$ cat src/rtl/fes_pkg.sv
package fes_pkg;
  localparam int ERR_W = 9;

  localparam int E_WR   = 0;
  localparam int E_RST  = 1;
  localparam int E_HOT  = 2;
  localparam int E_SEC  = 3;
  localparam int E_CFG  = 4;
  localparam int E_OP   = 5;
  localparam int E_FIFO = 6;
  localparam int E_BUS  = 7;
  localparam int E_WP   = 8;

  localparam logic [2:0] OP_WORD  = 3'd1;
  localparam logic [2:0] OP_ROW   = 3'd2;
  localparam logic [2:0] OP_ERASE = 3'd3;

  typedef enum logic [1:0] {
    ST_IDLE = 2'd0,
    ST_FILL = 2'd1,
    ST_RUN  = 2'd2
  } fesState_t;

  typedef struct packed {
    logic             setDone;
    logic [ERR_W-1:0] setErr;
    logic             cntLoad;
    logic             cntStep;
    logic             loadRow;
  } fesStrobe_t;
endpackage

$ cat src/rtl/fes_ctrl.sv
module fes_ctrl
  import fes_pkg::*;
#(
  parameter int ADDR_W      = 16,
  parameter int FLASH_WORDS = 40960
) (
  input  logic              clk,
  input  logic              rstN,
  input  logic              cmdValid,
  input  logic [2:0]        cmdOp,
  input  logic [ADDR_W-1:0] cmdAddr,
  input  logic              eccStrict,
  input  logic              privOk,
  input  logic              wpHit,
  input  logic              wpForeign,
  input  logic              borReady,
  input  logic              hotEvt,
  input  logic              rstEvt,
  input  logic              tamperEvt,
  input  logic              fifoUnder,
  input  logic              busErr,
  input  logic              fifoReady,
  input  logic              wordEnd,
  input  logic              lastWord,
  output fesStrobe_t        strb,
  output logic              busy,
  output logic              runPhase,
  output logic              wrStrobe
);
  localparam logic [ADDR_W:0] ADDR_LIMIT = (ADDR_W + 1)'(FLASH_WORDS);

  fesState_t state, nxt;
  logic      rowQ, rowD;
  logic      opKnown, addrBad, abortRun;

  assign opKnown  = (cmdOp == OP_WORD) || (cmdOp == OP_ROW) || (cmdOp == OP_ERASE);
  assign addrBad  = ({1'b0, cmdAddr} >= ADDR_LIMIT);
  assign abortRun = rstEvt || tamperEvt || (rowQ && (busErr || fifoUnder));

  always_comb begin
    nxt  = state;
    rowD = rowQ;
    strb = '0;
    unique case (state)
      ST_IDLE: begin
        if (rstEvt) begin
          strb.setErr[E_RST] = 1'b1;
        end else if (cmdValid) begin
          if (!borReady) begin
            strb.setErr[E_RST] = 1'b1;
            strb.setDone       = 1'b1;
          end else if (hotEvt) begin
            strb.setErr[E_HOT] = 1'b1;
            strb.setDone       = 1'b1;
          end else if (!opKnown) begin
            strb.setErr[E_OP] = 1'b1;
            strb.setDone      = 1'b1;
          end else if (addrBad || !privOk) begin
            strb.setErr[E_CFG] = 1'b1;
            strb.setDone       = 1'b1;
          end else if ((cmdOp == OP_WORD) && eccStrict) begin
            strb.setErr[E_CFG] = 1'b1;
            strb.setErr[E_OP]  = 1'b1;
            strb.setDone       = 1'b1;
          end else if (wpHit) begin
            strb.setErr[E_WP]  = 1'b1;
            strb.setErr[E_SEC] = wpForeign;
            strb.setDone       = 1'b1;
          end else if (cmdOp == OP_ROW) begin
            rowD = 1'b1;
            nxt  = ST_FILL;
          end else begin
            rowD         = 1'b0;
            strb.cntLoad = 1'b1;
            nxt          = ST_RUN;
          end
        end
      end
      ST_FILL: begin
        if (rstEvt) begin
          strb.setErr[E_RST] = 1'b1;
          nxt                = ST_IDLE;
        end else if (hotEvt) begin
          strb.setErr[E_HOT] = 1'b1;
          strb.setDone       = 1'b1;
          nxt                = ST_IDLE;
        end else if (busErr) begin
          strb.setErr[E_BUS]  = 1'b1;
          strb.setErr[E_FIFO] = 1'b1;
          strb.setDone        = 1'b1;
          nxt                 = ST_IDLE;
        end else if (fifoReady) begin
          strb.cntLoad = 1'b1;
          strb.loadRow = 1'b1;
          nxt          = ST_RUN;
        end
      end
      ST_RUN: begin
        if (rstEvt) begin
          strb.setErr[E_RST] = 1'b1;
          strb.setErr[E_WR]  = 1'b1;
          nxt                = ST_IDLE;
        end else if (tamperEvt) begin
          strb.setErr[E_WR]  = 1'b1;
          strb.setErr[E_SEC] = 1'b1;
          strb.setDone       = 1'b1;
          nxt                = ST_IDLE;
        end else if (rowQ && busErr) begin
          strb.setErr[E_WR]   = 1'b1;
          strb.setErr[E_BUS]  = 1'b1;
          strb.setErr[E_FIFO] = 1'b1;
          strb.setDone        = 1'b1;
          nxt                 = ST_IDLE;
        end else if (rowQ && fifoUnder) begin
          strb.setErr[E_WR]   = 1'b1;
          strb.setErr[E_FIFO] = 1'b1;
          strb.setDone        = 1'b1;
          nxt                 = ST_IDLE;
        end else begin
          strb.cntStep = 1'b1;
          if (wordEnd && lastWord) begin
            strb.setDone = 1'b1;
            nxt          = ST_IDLE;
          end
        end
      end
      default: nxt = ST_IDLE;
    endcase
  end

  always_ff @(posedge clk or negedge rstN) begin
    if (!rstN) begin
      state <= ST_IDLE;
      rowQ  <= 1'b0;
    end else begin
      state <= nxt;
      rowQ  <= rowD;
    end
  end

  assign busy     = (state != ST_IDLE);
  assign runPhase = (state == ST_RUN);
  assign wrStrobe = runPhase && wordEnd && !abortRun;
endmodule

$ cat src/rtl/fes_dpath.sv
module fes_dpath
  import fes_pkg::*;
#(
  parameter int ROW_WORDS = 4,
  parameter int CPW_W     = 8
) (
  input  logic             clk,
  input  logic             rstN,
  input  fesStrobe_t       strb,
  input  logic [CPW_W-1:0] cpwIn,
  input  logic             clrDone,
  input  logic [ERR_W-1:0] clrErr,
  output logic             done,
  output logic [ERR_W-1:0] errFlags,
  output logic             wordEnd,
  output logic             lastWord
);
  localparam int              WC_W    = $clog2(ROW_WORDS + 1);
  localparam logic [WC_W-1:0] ROW_CNT = WC_W'(ROW_WORDS);

  logic [CPW_W-1:0] cycQ, cpwQ, cpwEff;
  logic [WC_W-1:0]  wordQ, wordsQ;
  logic             doneQ;

  assign cpwEff   = (cpwIn == '0) ? CPW_W'(1) : cpwIn;
  assign wordEnd  = (cycQ == cpwQ - CPW_W'(1));
  assign lastWord = (wordQ == wordsQ - WC_W'(1));

  always_ff @(posedge clk or negedge rstN) begin
    if (!rstN) begin
      cycQ   <= '0;
      cpwQ   <= CPW_W'(1);
      wordQ  <= '0;
      wordsQ <= WC_W'(1);
    end else if (strb.cntLoad) begin
      cycQ   <= '0;
      cpwQ   <= cpwEff;
      wordQ  <= '0;
      wordsQ <= strb.loadRow ? ROW_CNT : WC_W'(1);
    end else if (strb.cntStep) begin
      if (wordEnd) begin
        cycQ  <= '0;
        wordQ <= wordQ + WC_W'(1);
      end else begin
        cycQ <= cycQ + CPW_W'(1);
      end
    end
  end

  genvar gi;
  generate
    for (gi = 0; gi < ERR_W; gi++) begin : g_flag
      logic flagQ;
      always_ff @(posedge clk or negedge rstN) begin
        if (!rstN) flagQ <= 1'b0;
        else       flagQ <= (flagQ && !clrErr[gi]) || strb.setErr[gi];
      end
      assign errFlags[gi] = flagQ;
    end
  endgenerate

  always_ff @(posedge clk or negedge rstN) begin
    if (!rstN) doneQ <= 1'b0;
    else       doneQ <= (doneQ && !clrDone) || strb.setDone;
  end
  assign done = doneQ;
endmodule

$ cat src/rtl/flash_err_seq.sv
module flash_err_seq
  import fes_pkg::*;
#(
  parameter int ADDR_W      = 16,
  parameter int FLASH_WORDS = 40960,
  parameter int ROW_WORDS   = 4,
  parameter int CPW_W       = 8
) (
  input  logic              clk,
  input  logic              rstN,
  input  logic              cmdValid,
  input  logic [2:0]        cmdOp,
  input  logic [ADDR_W-1:0] cmdAddr,
  input  logic              eccStrict,
  input  logic              privOk,
  input  logic              wpHit,
  input  logic              wpForeign,
  input  logic              borReady,
  input  logic              hotEvt,
  input  logic              rstEvt,
  input  logic              tamperEvt,
  input  logic              fifoUnder,
  input  logic              busErr,
  input  logic              fifoReady,
  input  logic [CPW_W-1:0]  cpwIn,
  input  logic              clrDone,
  input  logic [ERR_W-1:0]  clrErr,
  output logic              busy,
  output logic              done,
  output logic [ERR_W-1:0]  errFlags,
  output logic              wrStrobe
);
  fesStrobe_t strb;
  logic       wordEnd, lastWord, runPhase;

  fes_ctrl #(.ADDR_W(ADDR_W), .FLASH_WORDS(FLASH_WORDS)) u_ctrl (
    .clk(clk), .rstN(rstN), .cmdValid(cmdValid), .cmdOp(cmdOp), .cmdAddr(cmdAddr),
    .eccStrict(eccStrict), .privOk(privOk), .wpHit(wpHit), .wpForeign(wpForeign),
    .borReady(borReady), .hotEvt(hotEvt), .rstEvt(rstEvt), .tamperEvt(tamperEvt),
    .fifoUnder(fifoUnder), .busErr(busErr), .fifoReady(fifoReady),
    .wordEnd(wordEnd), .lastWord(lastWord), .strb(strb), .busy(busy),
    .runPhase(runPhase), .wrStrobe(wrStrobe)
  );

  fes_dpath #(.ROW_WORDS(ROW_WORDS), .CPW_W(CPW_W)) u_dpath (
    .clk(clk), .rstN(rstN), .strb(strb), .cpwIn(cpwIn), .clrDone(clrDone),
    .clrErr(clrErr), .done(done), .errFlags(errFlags), .wordEnd(wordEnd),
    .lastWord(lastWord)
  );
endmodule

$ cat config.mk
export PLATFORM = sky130hd
export DESIGN_NAME = flash_err_seq
export DESIGN_NICKNAME = d
export VERILOG_FILES = /design/src/rtl/fes_pkg.sv /design/src/rtl/fes_ctrl.sv /design/src/rtl/fes_dpath.sv /design/src/rtl/flash_err_seq.sv
export SDC_FILE = /design/constraint.sdc
export NUM_CORES = 1
export LEC_CHECK = 0
export ABC_CLOCK_PERIOD_IN_PS = 2620
export BUFFER_PORTS_ARGS = -buffer_cell sky130_fd_sc_hd__buf_2
export CAP_MARGIN = 20
export CORE_ASPECT_RATIO = 0.8
export CORE_MARGIN = 8
export CORE_UTILIZATION = 47
export CTS_CLUSTER_DIAMETER = 60
export DETAILED_ROUTE_END_ITERATION = 12
export PLACE_DENSITY = 0.76
export SETUP_SLACK_MARGIN = 0.15
export SLEW_MARGIN = 15
export SYNTH_ARGS = -nofsm -noshare
export SYNTH_HDL_FRONTEND = slang
export SYNTH_SLANG_ARGS = --single-unit
$ cat constraint.sdc
create_clock -name clk -period 2.62 [get_ports clk]
set_clock_uncertainty 0.2 [all_clocks]
set_input_delay 0.524 -clock clk [delete_from_list [all_inputs] [get_ports clk]]
set_output_delay 0.524 -clock clk [all_outputs]
set_load 0.02 [all_outputs]
==> results.py <==
metrics = {
    "status": {
        "outcome": "finished with violations",
        "violations": "setup timing",
    },
    "route": {
        "wl_per_cell_um": 15.7,
        "drt_iter0_markers": 134,
        "routed_wl_mm": 5.90,
        "drc": 0,
        "vias": 2101,
        "vias_per_cell": 5.59,
        "dr.pass1.iters": 4,
        "drtAntennaViolNets": 0,
    },
    "final_layout": {
        "drive_above_1_share": 0.345,
        "finalNonFillerCells": 376,
        "antenna_cells": 0,
        "syn2layout_area_growth_pct": 28.0,
        "nFillCells": 382,
        "nNetsFinal": 373,
        "fin_util": 0.629,
    },
    "clock_tree": {
        "cts_sinks": 34,
        "hold_buffers": 0,
        "path_clk_slew_ns": 0.08,
        "htreeDepth": 2,
        "max-clock-path-buffers": 2,
        "cts_tree": "built",
        "clock-root-buffer": "clkbuf_8",
        "clk_latency_ns": 0.29,
        "numCtsBuffers": 5,
    },
    "pwr": {
        "p_total_uw": 3110,
        "power_density_nw_per_um2": 1070,
        "power_frac_seq": 0.277,
        "p_sw_frac": 0.418,
        "combPwrFrac": 0.528,
        "power_switching_uw": 1300,
        "peakVddDrop_mv": 0.520,
        "p_leak_uw": 0.00136,
        "internal-power_uw": 1810,
        "p_clk_frac": 0.195,
    },
    "placement": {
        "dp_hpwl_mm": 4.15,
        "io_buffer_count": 49,
        "place_inst": 363,
        "gp_congestion": 0.829,
    },
    "yosys": {
        "synth_ff_type": "dfrtp_1",
        "synth_seq_cells": 34,
        "ys_types": 55,
        "synth_top_family_by_area": "simple AND/OR/NAND/NOR gates",
        "syn_inst": 253,
        "synth_nets": 311,
        "synth-simple-area-share": 0.220,
        "syn_area_um2": 2270,
        "yosys_warnings": 0,
        "synthXorXnorAreaFrac": 0.0463,
        "synth_compound_area_frac": 0.180,
        "synth_fa_ha_area_frac": 0.0385,
        "synth.avg_cell_area_um2": 8.98,
        "synth_mux_area_frac": 0.0485,
        "synth-edff-count": 0,
        "ys_seq_area_frac": 0.376,
        "synthArstFlopShare": 1.00,
    },
    "global_route": {
        "grt_max_degree": 35,
        "antenna_found_initial": 0,
        "grtUsageTotal": 0.155,
        "grt_pass1_vias": 2029,
        "overflow": 0,
        "grt_pass1_wl_mm": 9.36,
    },
    "sta": {
        "drv_slew": 0,
        "setup_viol_count_final": 7,
        "fin_crit_sh": 1.12,
        "fin_ws_ns": -0.321,
        "hold_violations": 0,
        "rsz0062_at_grt": "yes",
        "fmax_mhz": 340,
        "post-route-min-period_ns": 2.94,
        "worstMarginPinSlew_ns": 0.916,
        "fin_tns_setup_ns": -0.855,
        "slew_headroom": 0.386,
    },
    "floorplan": {
        "die_area_um2": 7330,
        "coreArea_um2": 4620,
        "start_util": 0.491,
        "die_h_um": 78.2,
        "rows": 22,
        "fp.dieW_um": 93.7,
        "io_pins": 63,
    },
    "job": {
        "maxCapViolCount": 0,
    },
    "worst_hold_path": {
        "hold_path.class": "primary input to asynchronous set/reset pin",
    },
    "worst_setup_path": {
        "cp.arrival_ns": 2.22,
        "worst-path-max-fanout": 3,
        "cp-start-kind": "flip-flop",
        "endpoint_kind": "output port",
        "critPathKind": "flip-flop to output port",
        "cp.required_ns": 1.90,
    },
}
registers in the layout (all words and copies together) (netlist names):
name                  flops
u_ctrl.rowQ               1
u_ctrl.state              2
u_dpath.cpwQ              8
u_dpath.cycQ              8
u_dpath.done              1
u_dpath.g_flag.flagQ      9
u_dpath.wordQ             3
u_dpath.wordsQ            2
repair_timing:
action                                  in CTS  in global routing
buffers inserted                             3                  2
endpoints found under the setup margin       7                 12
pin swaps                                    5                  5
gates resized for setup                     12                  5
power by group through the flow:
stage / Clock, uW / Sequential (uW) / Combinational (uW)
2_1_floorplan: 0 / 827 / 1050
3_3_place_gp: 0 / 848 / 1310
3_5_place_dp: 0 / 855 / 1340
4_1_cts: 614 / 849 / 1510
5_1_grt: 639 / 885 / 1770
6_report: 608 / 861 / 1640
stage by stage:
step	hold slack, ns	setup WS, ns	area (um^2)
2_1_floorplan	0.0284	0.00140	2300
3_3_place_gp	0.272	-0.0595	2630
3_5_place_dp	0.274	-0.0718	2630
4_1_cts	0.133	-0.356	2860
5_1_grt	0.170	-0.428	2910
6_report	0.106	-0.321	2910
routing by layer:
layer	GRT usage	routed length, um
met1	0.208	2620
met2	0.242	2870
met3	0.0333	335
met4	0.0458	80
met5	0	0
cells in the mapped netlist, types with 5 or more instances:
master | n | area share
xnor2_1 | 7 | 0.027
nor2_1 | 22 | 0.036
inv_1 | 22 | 0.036
nand3_1 | 7 | 0.015
dfrtp_1 | 32 | 0.35
buf_4 | 9 | 0.030
o21ai_0 | 15 | 0.033
mux2_2 | 8 | 0.040
xor2_1 | 5 | 0.019
nand2_1 | 22 | 0.036
a21oi_1 | 7 | 0.015
nor3_1 | 11 | 0.024
ha_1 | 7 | 0.039
layout make-up:
type	instances	area, um^2	area share
Clock buffer	6	82.6	0.0284
Clock inverter	2	60.1	0.0206
Inverter	22	82.6	0.0284
Multi-Input combinational cell	182	1320	0.453
Sequential cell	34	853	0.293
Tap cell	60	75.1	0.0258
Timing Repair Buffer	70	438	0.151
final timing paths:
check,startpoint,to,slack [ns],cells after the start
max,u_dpath.cpwQ[0],wrStrobe,-0.32,8
min,rstN,u_dpath.cycQ[1],0.11,1
max reg2reg,u_dpath.cpwQ[0],u_dpath.wordQ[0],-0.24,11
min reg2reg,u_dpath.wordsQ[0],u_dpath.wordsQ[0],0.29,2
min in group clk,clrErr[8],u_dpath.g_flag[8].flagQ,0.20,2
max in group asynchronous,rstN,u_dpath.g_flag[4].flagQ,1.62,1
worst max-delay path: stages (launching register included):
cell and delay, ns:
dfstp_2 0.55, inv_2 0.04, ha_4 0.22, xnor2_1 0.12
a211oi_2 0.16, o221ai_2 0.13, or3_4 0.37, nor3_4 0.17
buf_6 0.15
cells by family after synthesis:
group | count (synthesis)
AND/OR/NAND/NOR | 95
AO/OA/AOI/OAI | 58
buffers and inverters | 37
flip-flops | 34
XOR/XNOR | 12
multiplexers | 10
adder cells (fa/ha/maj) | 7
layout by cell type, fill, tap and decap left out, types with 3 or more instances in the layout:
cell type / Yosys / layout
a21oi_1: 7 / 7
nand3_1: 7 / 7
o221ai_2: 1 / 3
and2_1: 3 / 3
dfrtp_1: 32 / 32
nor3b_1: 3 / 3
xnor2_1: 7 / 7
clkbuf_8: 2 / 6
a31oi_1: 4 / 3
nand2_1: 22 / 22
nor2b_1: 3 / 3
nand4_1: 3 / 3
o211ai_1: 4 / 4
buf_2: 0 / 48
nor3_1: 11 / 8
ha_1: 7 / 6
nor2_1: 22 / 22
o22ai_1: 3 / 3
buf_4: 9 / 18
o21a_1: 3 / 3
o21ai_0: 15 / 15
mux2_2: 8 / 8
xor2_1: 5 / 5
inv_1: 22 / 21
and3_1: 3 / 3
Note: power is estimated with default switching activity, not from simulation.
